### src/rtl/sir_dec_pkg.sv
package sir_dec_pkg;
  typedef enum logic {
    ST_IDLE = 1'b0,
    ST_RUN  = 1'b1
  } dec_state_e;
endpackage

### src/rtl/sir_sync.sv
module sir_sync #(
  parameter int   STAGES  = 2,
  parameter logic RST_VAL = 1'b1
) (
  input  logic clk_i,
  input  logic rst_ni,
  input  logic d_i,
  output logic q_o
);
  logic [STAGES-1:0] chain_q;

  generate
    if (STAGES == 1) begin : g_single
      always_ff @(posedge clk_i or negedge rst_ni) begin
        if (!rst_ni) chain_q <= RST_VAL;
        else         chain_q <= d_i;
      end
    end else begin : g_multi
      always_ff @(posedge clk_i or negedge rst_ni) begin
        if (!rst_ni) chain_q <= {STAGES{RST_VAL}};
        else         chain_q <= {chain_q[STAGES-2:0], d_i};
      end
    end
  endgenerate

  assign q_o = chain_q[STAGES-1];
endmodule

### src/rtl/sir_start_det.sv
module sir_start_det (
  input  logic clk_i,
  input  logic rst_ni,
  input  logic tick_i,
  input  logic arm_i,
  input  logic ir_i,
  output logic start_o
);
  // level of the line at the previous tick; reset low so a stuck-low line never starts
  logic last_hi_q;

  always_ff @(posedge clk_i or negedge rst_ni) begin
    if (!rst_ni)     last_hi_q <= 1'b0;
    else if (tick_i) last_hi_q <= ir_i;
  end

  assign start_o = tick_i & arm_i & last_hi_q & ~ir_i;
endmodule

### src/rtl/sir_slot_timer.sv
module sir_slot_timer
  import sir_dec_pkg::*;
#(
  parameter int TICKS_PER_BIT = 16,
  parameter int FRAME_SLOTS   = 10,
  localparam int CNT_W  = $clog2(TICKS_PER_BIT),
  localparam int SLOT_W = $clog2(FRAME_SLOTS)
) (
  input  logic              clk_i,
  input  logic              rst_ni,
  input  logic              tick_i,
  input  logic              clr_i,
  input  logic              start_i,
  output logic              active_o,
  output logic [CNT_W-1:0]  cnt_o,
  output logic [SLOT_W-1:0] slot_o,
  output logic              sample_o,
  output logic              load_o,
  output logic              last_o
);
  localparam logic [CNT_W-1:0]  HALF_C = CNT_W'(TICKS_PER_BIT / 2);
  localparam logic [CNT_W-1:0]  END_C  = CNT_W'(TICKS_PER_BIT - 1);
  localparam logic [SLOT_W-1:0] LAST_C = SLOT_W'(FRAME_SLOTS - 1);

  dec_state_e        state_q;
  logic [CNT_W-1:0]  cnt_q;
  logic [SLOT_W-1:0] slot_q;
  logic              run_tick;

  assign run_tick = (state_q == ST_RUN) && tick_i;

  always_ff @(posedge clk_i or negedge rst_ni) begin
    if (!rst_ni) begin
      state_q <= ST_IDLE;
      cnt_q   <= '0;
      slot_q  <= '0;
    end else if (clr_i) begin
      state_q <= ST_IDLE;
      cnt_q   <= '0;
      slot_q  <= '0;
    end else if (start_i && state_q == ST_IDLE) begin
      // start tick counts as tick 0 of slot 0
      state_q <= ST_RUN;
      cnt_q   <= CNT_W'(1);
      slot_q  <= '0;
    end else if (run_tick) begin
      if (cnt_q == HALF_C && slot_q == LAST_C) begin
        state_q <= ST_IDLE;
        cnt_q   <= '0;
        slot_q  <= '0;
      end else if (cnt_q == END_C) begin
        cnt_q  <= '0;
        slot_q <= slot_q + SLOT_W'(1);
      end else begin
        cnt_q <= cnt_q + CNT_W'(1);
      end
    end
  end

  assign active_o = (state_q == ST_RUN);
  assign cnt_o    = cnt_q;
  assign slot_o   = slot_q;
  assign sample_o = run_tick && (cnt_q < HALF_C);
  assign load_o   = run_tick && (cnt_q == HALF_C);
  assign last_o   = (slot_q == LAST_C);
endmodule

### src/rtl/sir_bit_judge.sv
module sir_bit_judge (
  input  logic clk_i,
  input  logic rst_ni,
  input  logic clr_i,
  input  logic start_i,
  input  logic sample_i,
  input  logic ir_i,
  input  logic load_i,
  input  logic stop_i,
  output logic rx_o
);
  logic pulse_q;
  logic rx_q;

  always_ff @(posedge clk_i or negedge rst_ni) begin
    if (!rst_ni)                pulse_q <= 1'b0;
    else if (clr_i)             pulse_q <= 1'b0;
    else if (start_i)           pulse_q <= 1'b1;
    else if (load_i)            pulse_q <= 1'b0;
    else if (sample_i && !ir_i) pulse_q <= 1'b1;
  end

  always_ff @(posedge clk_i or negedge rst_ni) begin
    if (!rst_ni)     rx_q <= 1'b1;
    else if (clr_i)  rx_q <= 1'b1;
    else if (load_i) rx_q <= stop_i ? 1'b1 : ~pulse_q;
  end

  assign rx_o = rx_q;
endmodule

### src/rtl/irda_sir_decoder.sv
module irda_sir_decoder #(
  parameter int TICKS_PER_BIT = 16,
  parameter int DATA_BITS     = 8,
  parameter int SYNC_STAGES   = 2,
  localparam int FRAME_SLOTS  = DATA_BITS + 2,
  localparam int CNT_W        = $clog2(TICKS_PER_BIT),
  localparam int SLOT_W       = $clog2(FRAME_SLOTS)
) (
  input  logic clk_i,
  input  logic rst_ni,
  input  logic tick_i,
  input  logic en_i,
  input  logic cmd_mode_i,
  input  logic rxir_i,
  output logic rx_o
);
  logic              hold_off;
  logic              ir_s;
  logic              start;
  logic              run_active;
  logic [CNT_W-1:0]  tick_cnt;
  logic [SLOT_W-1:0] slot_idx;
  logic              sample;
  logic              load;
  logic              last_slot;

  assign hold_off = ~en_i | cmd_mode_i;

  sir_sync #(.STAGES(SYNC_STAGES), .RST_VAL(1'b1)) u_sync (
    .clk_i (clk_i),
    .rst_ni(rst_ni),
    .d_i   (rxir_i),
    .q_o   (ir_s)
  );

  sir_start_det u_start (
    .clk_i  (clk_i),
    .rst_ni (rst_ni),
    .tick_i (tick_i),
    .arm_i  (~run_active & ~hold_off),
    .ir_i   (ir_s),
    .start_o(start)
  );

  sir_slot_timer #(.TICKS_PER_BIT(TICKS_PER_BIT), .FRAME_SLOTS(FRAME_SLOTS)) u_timer (
    .clk_i   (clk_i),
    .rst_ni  (rst_ni),
    .tick_i  (tick_i),
    .clr_i   (hold_off),
    .start_i (start),
    .active_o(run_active),
    .cnt_o   (tick_cnt),
    .slot_o  (slot_idx),
    .sample_o(sample),
    .load_o  (load),
    .last_o  (last_slot)
  );

  sir_bit_judge u_judge (
    .clk_i   (clk_i),
    .rst_ni  (rst_ni),
    .clr_i   (hold_off),
    .start_i (start),
    .sample_i(sample),
    .ir_i    (ir_s),
    .load_i  (load),
    .stop_i  (last_slot),
    .rx_o    (rx_o)
  );
endmodule

### config.mk
export PLATFORM = sky130hd
export DESIGN_NAME = irda_sir_decoder
export DESIGN_NICKNAME = d
export VERILOG_FILES = /design/src/rtl/sir_dec_pkg.sv /design/src/rtl/sir_sync.sv /design/src/rtl/sir_start_det.sv /design/src/rtl/sir_slot_timer.sv /design/src/rtl/sir_bit_judge.sv /design/src/rtl/irda_sir_decoder.sv
export SDC_FILE = /design/constraint.sdc
export NUM_CORES = 1
export LEC_CHECK = 0
export BUFFER_PORTS_ARGS = -buffer_cell sky130_fd_sc_hd__buf_2
export CORE_MARGIN = 8
export CORE_UTILIZATION = 45
export CTS_BUF_LIST = sky130_fd_sc_hd__clkbuf_2 sky130_fd_sc_hd__clkbuf_4 sky130_fd_sc_hd__clkbuf_8
export DETAILED_ROUTE_END_ITERATION = 10
export PLACE_DENSITY = 0.61
export SLEW_MARGIN = 0
export SYNTH_ARGS = -nofsm -noshare
export SYNTH_HDL_FRONTEND = slang
export SYNTH_SLANG_ARGS = --single-unit
### constraint.sdc
create_clock -name clk_i -period 3.6 [get_ports clk_i]
set_input_delay 0.72 -clock clk_i [delete_from_list [all_inputs] [get_ports clk_i]]
set_output_delay 0.72 -clock clk_i [all_outputs]
set_load 0.05 [all_outputs]
==> summary.md <==
| Metric | Value |
|---|---|
| Status | `finished, final reports clean` |
| Final wirelength | `1.363 mm` |
| Hold_buf cts | `0` |
| Worst Path Buf+Inv | `1` |
| Synth Flop Type | `dfrtp_1` |
| Area contributors post-synth | `dfrtp_1 (36%), dfstp_2 (10%), ha_1 (6.6%)` |
| YS warnings | `0` |
| TritonCTS buffer count | `3` |
| Num rows | `15` |
| Non-filler cells, final | `about 100` |
| Clock buffer depth | `2` |
| CTS tree | `yes` |
| Die Wd | `57.15 µm` |
| Initial drt markers | `11` |
| Clk sinks | `14` |
| DR vias/cell | `5.584` |
| I/O pin count | `7` |
| Worst skew pair latency | `0.28 ns` |
| Vias in the first global route | `503` |
| WP data arrival | `about 1.1 ns` |
| Core area | `1652 µm²` |
| Ys async rst share | `1.000` |
| Area Growth Syn to Fin | `8.539%` |
| Layout cells sized above 1 | `0.2262` |
| Yosys reg bits | `14` |
| Max Fclk | `561.5 MHz` |
| Max-cap violation count | `0` |
| Worst-Margin Slew | `around 0.33 ns` |
| Synth Instances | `76` |
| Via count | `between 500 and 600` |
| Root Driver | `clkbuf_4` |
| Post_cts resized | `0` |
| H-tree depth | `1` |
| Placed Cells | `97` |
| Endpoint class of the critical path | `primary output` |
| Slew headroom | `0.7818` |
| Starting Density | `0.4614` |
| First-pass GRT wire length | `between 2 and 2.5 mm` |
| PortBufs | `6` |
| VDD IR max | `191.3 µV` |
| HPWL after DPL | `985.9 µm` |
| DRC | `0` |
| Critical Path, Cell by Cell | `buf_2` |
| Synthesized area | `approximately 760 µm²` |
| Area share of the largest cell type after synthesis | `0.3612` |
| Grt total ovfl | `0` |
| DIE AREA | `3266 µm²` |
| Startpoint Class | `flop` |
| Area leader, netlist | `dfrtp_1` |
| RSZ-0062 raised after global routing | `false` |
| Initial antenna violation count | `0` |
| Antenna diodes | `0` |
| Final Hold Fails | `0` |
| Minimum clock period | `1.781 ns` |
| Tcrit/Tclk final | `0.4947` |
| First-pass iteration count of the detailed router | `4` |
| Hold Path Class | `in2async` |
| Yosys cell types | `32` |
| Syn avg cell area | `10.03 µm²` |
| FF-to-FF setup slack | `just under 2 ns` |
| Post CTS Setup Buffer Count | `0` |
| Critical Setup Path Class | `reg2out` |
| Slowest stage cell, crit path | `dfstp_2` |
| CTS clk-pin slew, worst paths | `0.09 ns` |
| Pwr dens | `343.2 nW/µm²` |
| Max FO, Critical Path | `2` |
| Required time worst endpoint | `2.88 ns` |
| Fin nets | `95` |
| Fin util | `0.5008` |
| EDFF count, synth | `0` |
| Fin. max-slew vios | `0` |
| Setup Total Neg Slack | `0 ns` |
| Gr usage total | `0.08269` |
| Routed WL per cell | `13.50 µm` |
| Gpl congestion | `0.7674` |
| Synth cell count leaders | `dfrtp_1 (11), nand2_1 (8), a21oi_1 (5), nor2_1 (5)` |
| Remaining antenna violation count | `0` |
| Most frequent cell after synthesis | `dfrtp_1` |
| Die Ht | `57.15 µm` |
| Largest net degree at the start of global routing | `15` |
| # setup viols final | `0` |
| Crit path largest cell delay | `0.53 ns` |
| Leak pwr | `~0.32 nW` |
| Seq/Total Area, Yosys | `0.4647` |
| Synth Net Count | `86` |
| Design Power | `0.2838 mW` |
| Skew final | `slightly below 0.008 ns` |
| CP delay by family, top | `flip-flops` |
## routing by layer
layer,share of wire,vias to the layer above,GRT usage,routed length (µm)
li1,-,285,-,-
met1,0.50,264,0.1063,678
met2,0.45,11,0.1256,608
met3,0.036,4,0.01996,49
met4,0.020,0,0.04027,27
met5,0,-,0,0
## area by class of cell
cell class / count / area, µm²
fill: 164 / 824.5
multi-input combinational: 56 / 376.6
sequential: 14 / 354.1
clock buffer: 4 / 30.03
timing repair buffer: 6 / 30.03
tap: 17 / 21.27
inverter: 4 / 15.01
## kinds of logic (layout without fill, tap and decap cells)
family,after synthesis,count (layout),synth area share
AO/OA/AOI/OAI,14,14,0.1215
adder cells (fa/ha/maj),4,4,0.06568
buffers and inverters,6,14,0.04104
AND/OR/NAND/NOR,34,34,0.2562
XOR/XNOR,2,2,0.02299
multiplexers,2,2,0.02791
flip-flops,14,14,0.4647
## state kept, by name, summed over array words and instances, names as in the netlist
register / count
u_timer.cnt_o: 4
u_timer.slot_o: 4
u_sync.chain_q: 2
u_judge.pulse_q: 1
u_judge.rx_o: 1
u_start.last_hi_q: 1
u_timer.active_o: 1
## report_power, final
part | total (mW) | leakage, nW | switching (mW) | internal (mW)
registers | 0.164 | 0.183 | 0.00225 | 0.161
clock network | 0.102 | 0.0184 | 0.0515 | 0.0505
logic | 0.0182 | 0.123 | 0.0111 | 0.00706
## placed cells by master, fill, tap and decap left out
master,instances
dfrtp_1,11
nand2_1,8
buf_2,6
nor2_1,5
a21oi_1,5
inv_1,4
ha_1,4
clkbuf_4,4
nor3_1,3
or3_1,3
nand3_1,3
dfstp_2,3
nand3b_1,2
and2_1,2
xnor2_1,2
o21ai_0,2
o22ai_1,2
nor2b_1,1
nand4bb_1,1
nand2_2,1
or2_1,1
or2b_4,1
and3b_2,1
and3_4,1
o311a_1,1
or4_1,1
a31oi_1,1
mux2_2,1
o31ai_2,1
mux2i_1,1
o31a_1,1
a211oi_1,1
## worst paths after layout
path                       cells past startpoint                 to               from
min in group clk_i                             0  u_sync.chain_q[1]  u_sync.chain_q[0]
max reg2reg                                    4   u_timer.cnt_o[0]   u_timer.cnt_o[0]
max                                            1               rx_o       u_judge.rx_o
min                                            1   u_timer.cnt_o[3]             rst_ni
max in group asynchronous                      1  u_sync.chain_q[0]             rst_ni
min reg2reg                                    0  u_sync.chain_q[1]  u_sync.chain_q[0]
## metrics by stage
step	hold WS (ns)	setup WS (ns)	cell area, µm²
after floorplan	0.3452	1.959	762.0
after global placement	0.3493	1.804	797.0
after detailed placement	0.3475	1.794	797.0
after CTS	0.3276	1.816	827.0
after global routing	0.3420	1.809	827.0
final	0.3213	1.819	827.0
Power figures use the tool's default switching activity.
